[config.mk]
export PLATFORM = sky130hd
export DESIGN_NAME = rle_bit_expander
export DESIGN_NICKNAME = d
export VERILOG_FILES = /design/src/rtl/rlx_pkg.sv /design/src/rtl/rlx_code_decode.sv /design/src/rtl/rlx_bit_sequencer.sv /design/src/rtl/rle_bit_expander.sv
export SDC_FILE = /design/constraint.sdc
export NUM_CORES = 1
export LEC_CHECK = 0
export ABC_AREA = 1
export CAP_MARGIN = 10
export CORE_MARGIN = 2
export CORE_UTILIZATION = 30
export CTS_CLUSTER_DIAMETER = 150
export CTS_CLUSTER_SIZE = 20
export DETAILED_ROUTE_END_ITERATION = 6
export PLACE_DENSITY_LB_ADDON = 0.1
export SLEW_MARGIN = 10
export SYNTH_ARGS = -nofsm -noshare
export SYNTH_HDL_FRONTEND = slang
export SYNTH_SLANG_ARGS = --single-unit
export TNS_END_PERCENT = 50
[constraint.sdc]
create_clock -name clk -period 2 [get_ports clk]
set_input_delay 0.3 -clock clk [delete_from_list [all_inputs] [get_ports clk]]
set_output_delay 0.3 -clock clk [all_outputs]
set_load 0.02 [all_outputs]
[src/rtl/rlx_pkg.sv]
package rlx_pkg;
  localparam int CODE_W = 8;

  // Work order produced from one code byte.
  typedef struct packed {
    logic [CODE_W-1:0] run_len;   // number of run bits
    logic              run_val;   // polarity of the run
    logic              has_term;  // a closing bit follows the run
    logic              term_val;  // value of the closing bit
  } rlx_cmd_t;
endpackage

[src/rtl/rlx_code_decode.sv]
module rlx_code_decode
  import rlx_pkg::*;
#(
  parameter int RUN_LIMIT = 226
) (
  input  logic [CODE_W-1:0] code,
  output rlx_cmd_t          cmd
);
  localparam logic [CODE_W-1:0] LIM_B  = CODE_W'(RUN_LIMIT);
  localparam logic [CODE_W-1:0] ONLY_1 = CODE_W'(RUN_LIMIT + 1);
  localparam logic [CODE_W-1:0] Z_BASE = CODE_W'(RUN_LIMIT + 2);
  localparam logic [CODE_W-1:0] TOP_C  = {CODE_W{1'b1}};

  always_comb begin
    cmd = '0;
    if (code == '0) begin
      cmd = '0;                       // empty code
    end else if (code <= LIM_B) begin
      cmd.run_len  = code;            // ones, closed by a zero
      cmd.run_val  = 1'b1;
      cmd.has_term = 1'b1;
      cmd.term_val = 1'b0;
    end else if (code == ONLY_1) begin
      cmd.run_len  = LIM_B;           // ones, no closer
      cmd.run_val  = 1'b1;
    end else if (code != TOP_C) begin
      cmd.run_len  = code - Z_BASE;   // zeros, closed by a one
      cmd.run_val  = 1'b0;
      cmd.has_term = 1'b1;
      cmd.term_val = 1'b1;
    end else begin
      cmd.has_term = 1'b1;            // lone one
      cmd.term_val = 1'b1;
    end
  end
endmodule

[src/rtl/rlx_bit_sequencer.sv]
module rlx_bit_sequencer
  import rlx_pkg::*;
(
  input  logic     clk,
  input  logic     rst_n,
  input  logic     load,
  input  rlx_cmd_t cmd,
  input  logic     out_ready,
  output logic     idle,
  output logic     out_bit,
  output logic     out_valid
);
  logic [CODE_W-1:0] cnt_q, cnt_d;
  logic              run_val_q, run_val_d;
  logic              term_q, term_d;
  logic              term_val_q, term_val_d;
  logic              run_live, out_fire;

  assign run_live  = (cnt_q != '0);
  assign out_valid = run_live || term_q;
  assign out_bit   = run_live ? run_val_q : term_val_q;
  assign idle      = !out_valid;
  assign out_fire  = out_valid && out_ready;

  always_comb begin
    cnt_d      = cnt_q;
    run_val_d  = run_val_q;
    term_d     = term_q;
    term_val_d = term_val_q;
    if (load) begin
      cnt_d      = cmd.run_len;
      run_val_d  = cmd.run_val;
      term_d     = cmd.has_term;
      term_val_d = cmd.term_val;
    end else if (out_fire) begin
      if (run_live) cnt_d  = cnt_q - 1'b1;
      else          term_d = 1'b0;
    end
  end

  always_ff @(posedge clk or negedge rst_n) begin
    if (!rst_n) begin
      cnt_q      <= '0;
      run_val_q  <= 1'b0;
      term_q     <= 1'b0;
      term_val_q <= 1'b0;
    end else if (load || out_fire) begin
      cnt_q      <= cnt_d;
      run_val_q  <= run_val_d;
      term_q     <= term_d;
      term_val_q <= term_val_d;
    end
  end

  // every accepted run bit shortens the remaining run by exactly one
  a_r2_run_step: assert property (@(posedge clk) disable iff (!rst_n)
    (out_fire && run_live) |=> (cnt_q == $past(cnt_q) - 1'b1));

  // a load never lands while bits of an earlier code are pending
  a_r7_no_overlap: assert property (@(posedge clk) disable iff (!rst_n)
    load |-> !out_valid);

  // accepting the closer empties the sequencer
  a_r9_closer_ends: assert property (@(posedge clk) disable iff (!rst_n)
    (out_fire && !run_live) |=> idle);
endmodule

[src/rtl/rle_bit_expander.sv]
module rle_bit_expander
  import rlx_pkg::*;
#(
  parameter int RUN_LIMIT = 226
) (
  input  logic              clk,
  input  logic              rst_n,
  input  logic [CODE_W-1:0] in_byte,
  input  logic              in_valid,
  output logic              in_ready,
  output logic              out_bit,
  output logic              out_valid,
  input  logic              out_ready
);
  rlx_cmd_t cmd;
  logic     idle, in_fire;

  assign in_ready = idle;
  assign in_fire  = in_valid && idle;

  rlx_code_decode #(.RUN_LIMIT(RUN_LIMIT)) u_dec (
    .code (in_byte),
    .cmd  (cmd)
  );

  rlx_bit_sequencer u_seq (
    .clk       (clk),
    .rst_n     (rst_n),
    .load      (in_fire),
    .cmd       (cmd),
    .out_ready (out_ready),
    .idle      (idle),
    .out_bit   (out_bit),
    .out_valid (out_valid)
  );

  // a stalled bit holds its value
  a_r8_stall_hold: assert property (@(posedge clk) disable iff (!rst_n)
    (out_valid && !out_ready) |=> (out_valid && $stable(out_bit)));

  // a nonzero code yields a valid bit on the next cycle
  a_r9_first_bit: assert property (@(posedge clk) disable iff (!rst_n)
    (in_valid && in_ready && (in_byte != '0)) |=> out_valid);

  // a zero code leaves the input side open
  a_r6_zero_code: assert property (@(posedge clk) disable iff (!rst_n)
    (in_valid && in_ready && (in_byte == '0)) |=> in_ready);

  // the top code offers a one-bit first
  a_r5_top_code: assert property (@(posedge clk) disable iff (!rst_n)
    (in_valid && in_ready && (in_byte == '1)) |=> (out_valid && out_bit));
endmodule

* After elaboration in Yosys (flattened, before gate mapping)
Index checks and enable logic that the tools add are counted.
** Word-level totals
- Flip-flop bits (word level) :: 11
- Input bits :: 12
- Output and inout bits :: 3
- Word-level logic and storage cells :: 34
** Operators by class
- Add/subtract/negate cells :: 2
- $lt $le $gt $ge :: 1
- Equal/unequal tests :: 3
- Multiplexer cells :: 12
- Reductions and logical operators :: 12
** Operators by type and width (count)
- 2-to-1 mux 8 bit :: 3
- 2-to-1 mux 11 bit :: 2
- 2-to-1 mux 9 bit :: 2
- equality test 8 bit, second input constant :: 1
- <= comparator 8 bit, second input constant :: 1
- logical NOT 8 bit :: 1
- inequality test 8 bit, second input constant :: 1
- nonzero test 8 bit :: 1
- subtractor 8 x 1 -> 8 bit, second input constant :: 1
- subtractor 8 bit, second input constant :: 1
- AND reduction 3 bit :: 2
- 2-to-1 mux 1 bit :: 4
- nonzero test 2 bit :: 2
- logical AND 1 bit :: 2
- logical OR 1 bit :: 2
- 2-to-1 mux 2 bit :: 1
- inequality test 2 x 1 -> 1 bit, second input constant :: 1
- AND reduction 2 bit :: 1
- logical NOT 1 bit :: 1

* Logic depth before layout (Yosys ltp)
- Depth in word-level cells :: 6
- Depth in mapped cells :: 10
- Depth with buffers taken out :: 10

* Hierarchy
A second synthesis with hierarchy kept.
** Second synthesis, totals
- Cell total of the unflattened synthesis :: 175
- Area total of the unflattened synthesis :: 1106.1 um^2
** Modules (own cells, without submodules)
- rlx_bit_sequencer :: instances 1, cells an instance 112, area an instance 759.5 um^2, sequential area each 275.3 um^2
- rlx_code_decode :: instances 1, cells an instance 61, area an instance 339.1 um^2, sequential area each 0.0 um^2
- rle_bit_expander :: instances 1, cells an instance 2, area an instance 7.5 um^2, sequential area each 0.0 um^2

* Worst setup path before layout
OpenSTA, ideal clock, no wires.
- Path kind :: register to output
- From :: register u_seq.cnt_q[0]
- To :: output port out_bit
- Arrival :: 1.334 ns
- Required time :: 1.700 ns
- Slack :: 0.366 ns
- Stages on the path, launching flop included :: 6
- Path buffers :: 0
- Cell sequence :: dfrtp_1 -> inv_1 -> ha_1 -> nand3_4 -> nor2_8 -> o21ai_0
** Between the ends
- Cells in the longest elaborated chain, start to end :: 2
** Ends and longest elaborated chain
- from (decl) :: line rlx_bit_sequencer.sv:13 : logic [CODE_W-1:0] cnt_q, cnt_d;
- from (signal assigned) :: line rlx_bit_sequencer.sv:48 : cnt_q <= cnt_d;
- nonzero test 8 bit :: line rlx_bit_sequencer.sv:19 : assign run_live = (cnt_q != '0);
- 2-to-1 mux 1 bit :: line rlx_bit_sequencer.sv:21 : assign out_bit = run_live ? run_val_q : term_val_q;
- to (decl) :: line rle_bit_expander.sv:11 : output logic out_bit,
No other way between the ends.

* Final worst setup path
- From :: register u_seq.cnt_q[1]
- To :: output port out_valid
** Between the ends
- Cells in the longest elaborated chain, start to end :: 2
** Ends and longest elaborated chain
- nonzero test 8 bit :: line rlx_bit_sequencer.sv:19
- logical OR 1 bit :: line rlx_bit_sequencer.sv:20 : assign out_valid = run_live || term_q;
- to (decl) :: line rle_bit_expander.sv:12 : output logic out_valid,
No other way between the ends.

==> out/qor.yml <==
status:
  outcome: "finished, final reports clean"
die:
  die_h_um: 64.20
  start_util_pct: 31.83
  io_pins: 15
  coreArea_um2: 3416
  die_area_um2: 4122
  die_x_um: 64.20
  row_count: 21
clock_network:
  htreeDepth: 1
  cts_root_buf: "clkbuf_4"
  cts_made_buffers: 3
  clock_latency_ns: 0.27
  clkTransAtPathRegs_ns: 0.08
  numClockSinks: 11
  clockBufferDepth: 2
  cts_tree: "built"
finish:
  n_antenna_cell: 0
  utilization_pct: 39.34
  drive_above_1_share_pct: 20.11
  final_cell_area_um2: 1344
  instances_no_fill: 225
  syn_to_final_growth_pct: 23.59
  final_nets: 197
route:
  ant_nets: 0
  wirelength_um: 2641
  wl_per_cell_um: 11.74
  dr_total_vias: 1019
  drc: 0
  drt_first_iter_violations: 28
  vias_per_cell: 4.529
  drt_first_pass_iters: 4
synthesis:
  synthAdderAreaFrac_pct: 5.754
  synth_seq_cells: 11
  synth_compound_gate_area_share_pct: 11.97
  yosys_warnings: 0
  synthMuxAreaShare_pct: 0
  yosys.area_share.xor_xnor_pct: 3.222
  synth_area_um2: 1087
  synthTopCellsByArea: "dfrtp_1 25%, nand2_1 12%, nor2_1 6.6%"
  avgSynthCellArea_um2: 7.015
  synth_seq_area_share_pct: 25.32
  synth.largest_area_cell: "dfrtp_1"
  synthSimpleGateAreaFrac_pct: 44.76
  synth_cell_types: 28
  synth_top_family_by_area: "simple AND/OR/NAND/NOR gates"
  synthesis.instances: 155
  syn_nets: 172
  synth_top_area_share_pct: 25.32
timing:
  max_freq_ghz: 0.5344
  finalMaxSlewViolations: 0
  finalCriticalPeriod_ns: 1.871
  rsz0062_at_grt: "no"
  worst_slew_pin_slew_ns: 0.5541
  min_period_over_period_pct: 93.56
  timing.final.hold_violations: 0
  finalClockSkew_ns: 0.01111
  setup_violations: 0
  fin_setup_tns_ns: 0
  slew_headroom_pct: 62.95
setup_path:
  required_ns: 1.70
  cp_max_fo: 3
  regToRegSetupSlack_ns: 0.35
  end_kind: "output pin"
  arrival_ns: 1.57
  worstSetupPathType: "register to output pin"
  worst_setup_path_start_kind: "register"
global_routing:
  grt_start_max_net_pins: 12
  antenna_found_initial: 0
  grt_overflow: 0
  grt_pass1_wl_um: 4795
  track_usage_pct: 14.83
  grt_pass1_vias: 1068
placement:
  dpl.hpwl_um: 2221
  gp_congestion: 0.7781
  dpl-instance-area_um2: 1326
  portBuffers: 14
  place_inst: 221
pwr:
  vdd_drop_max_uv: 277.8
  p_per_area_nw_per_um2: 613.4
  p_leak_uw: 0.0006230
hold_path:
  min_path_type: "primary input to asynchronous set/reset pin"
flow_run:
  maxCapViolations: 0
per-stage QoR:
step | hold WS, ns | setup slack (ns) | power [uW]
4_1_cts | 0.3970 | -0.01092 | 833.0
3_3_place_gp | 0.5009 | 0.02860 | 666.0
3_5_place_dp | 0.4961 | -0.006179 | 671.1
2_1_floorplan | 0.004409 | 0.3657 | 556.9
5_1_grt | 0.4199 | 0.0002017 | 906.6
6_report | 0.3798 | 0.1288 | 824.2
flip-flops by register name (all words and copies together) (netlist names):
register,count
u_seq.run_val_q,1
u_seq.term_q,1
u_seq.term_val_q,1
u_seq.cnt_q,8
synthesized netlist by cell type (all sizes together):
cell type and n:
a31oi 1, a21oi 8, nand3 17, and2 1, ha 5, nor2 27, or2 1, nor3 1
nand4 3, inv 22, xor2 4, o21ai 12, nand3b 1, buf 1, a22oi 1, dfrtp 11
clkinv 1, nand2 38
area by class of cell:
class	instances	area [um^2]
clock buffer	4	26.28
timing repair buffer	21	181.4
tap	46	57.56
sequential	11	275.3
inverter	23	86.33
fill	393	2072
multi-input combinational	120	716.9
logic make-up (layout without fill, tap and decap cells):
family                   Yosys count  in the layout
AO/OA/AOI/OAI                     22             22
flip-flops                        11             11
XOR/XNOR                           4              4
AND/OR/NAND/NOR                   89             89
buffers and inverters             24             48
adder cells (fa/ha/maj)            5              5
report_power, final:
part	switching, uW	leakage [uW]	total, uW	internal (uW)
sequential	63.7	0.000117	341	277
combinational	181	0.000491	324	143
clock	81.7	0.0000150	159	77.2
what timing repair did:
item                                   CTS  global route
hold buffers                             0             0
resized for setup                        4             5
buffers inserted                         0             0
setup endpoints to repair                3             3
endpoints found under the hold margin    0             0
layout by cell type, fill, tap and decap left out:
master           instances
clkbuf_4                 3
and2_1                   1
o21ai_1                  9
inv_1                   16
nand3_2                  2
ha_1                     4
nand2_1                 36
nor2_4                   2
or2_1                    1
clkbuf_2                 2
nor2_2                   4
o21ai_0                  2
dfrtp_1                 11
dlygate4sd2_1            1
nand3_1                 13
nand2_2                  1
nor2_1                  19
nor2_8                   2
nand4_1                  3
xor2_1                   4
a22oi_2                  1
nand3b_1                 1
clkinv_1                 1
a31oi_1                  1
buf_4                    7
nand2_4                  1
ha_2                     1
inv_2                    6
o21ai_4                  1
nor3_4                   1
a21oi_1                  8
clkbuf_1                 1
nand3_4                  2
clkdlybuf4s50_1         11
worst paths after layout:
| check | cells past startpoint | startpoint | end |
|---|---|---|---|
| setup / recovery | 6 | u_seq.cnt_q[1] | out_valid |
| setup reg to reg | 9 | u_seq.cnt_q[1] | u_seq.cnt_q[7] |
| hold reg to reg | 2 | u_seq.term_val_q | u_seq.term_val_q |
| hold / removal | 1 | rst_n | u_seq.cnt_q[0] |
| min in group clk | 2 | u_seq.term_val_q | u_seq.term_val_q |
| max in group asynchronous | 1 | rst_n | u_seq.cnt_q[2] |
critical path, cell delays in order, from the launching register on:
cell	delay, ns
dfrtp_1	0.40
inv_1	0.09
ha_2	0.20
inv_1	0.04
nor2_1	0.11
nand3_2	0.12
dlygate4sd2_1	0.33
layer usage:
layer	share of wire, %	track usage [%]
met5	0	0
met4	0.45	3.191
met3	3.4	3.345
met2	48	24.87
met1	48	19.42
Note: power is estimated with default switching activity, not from simulation.
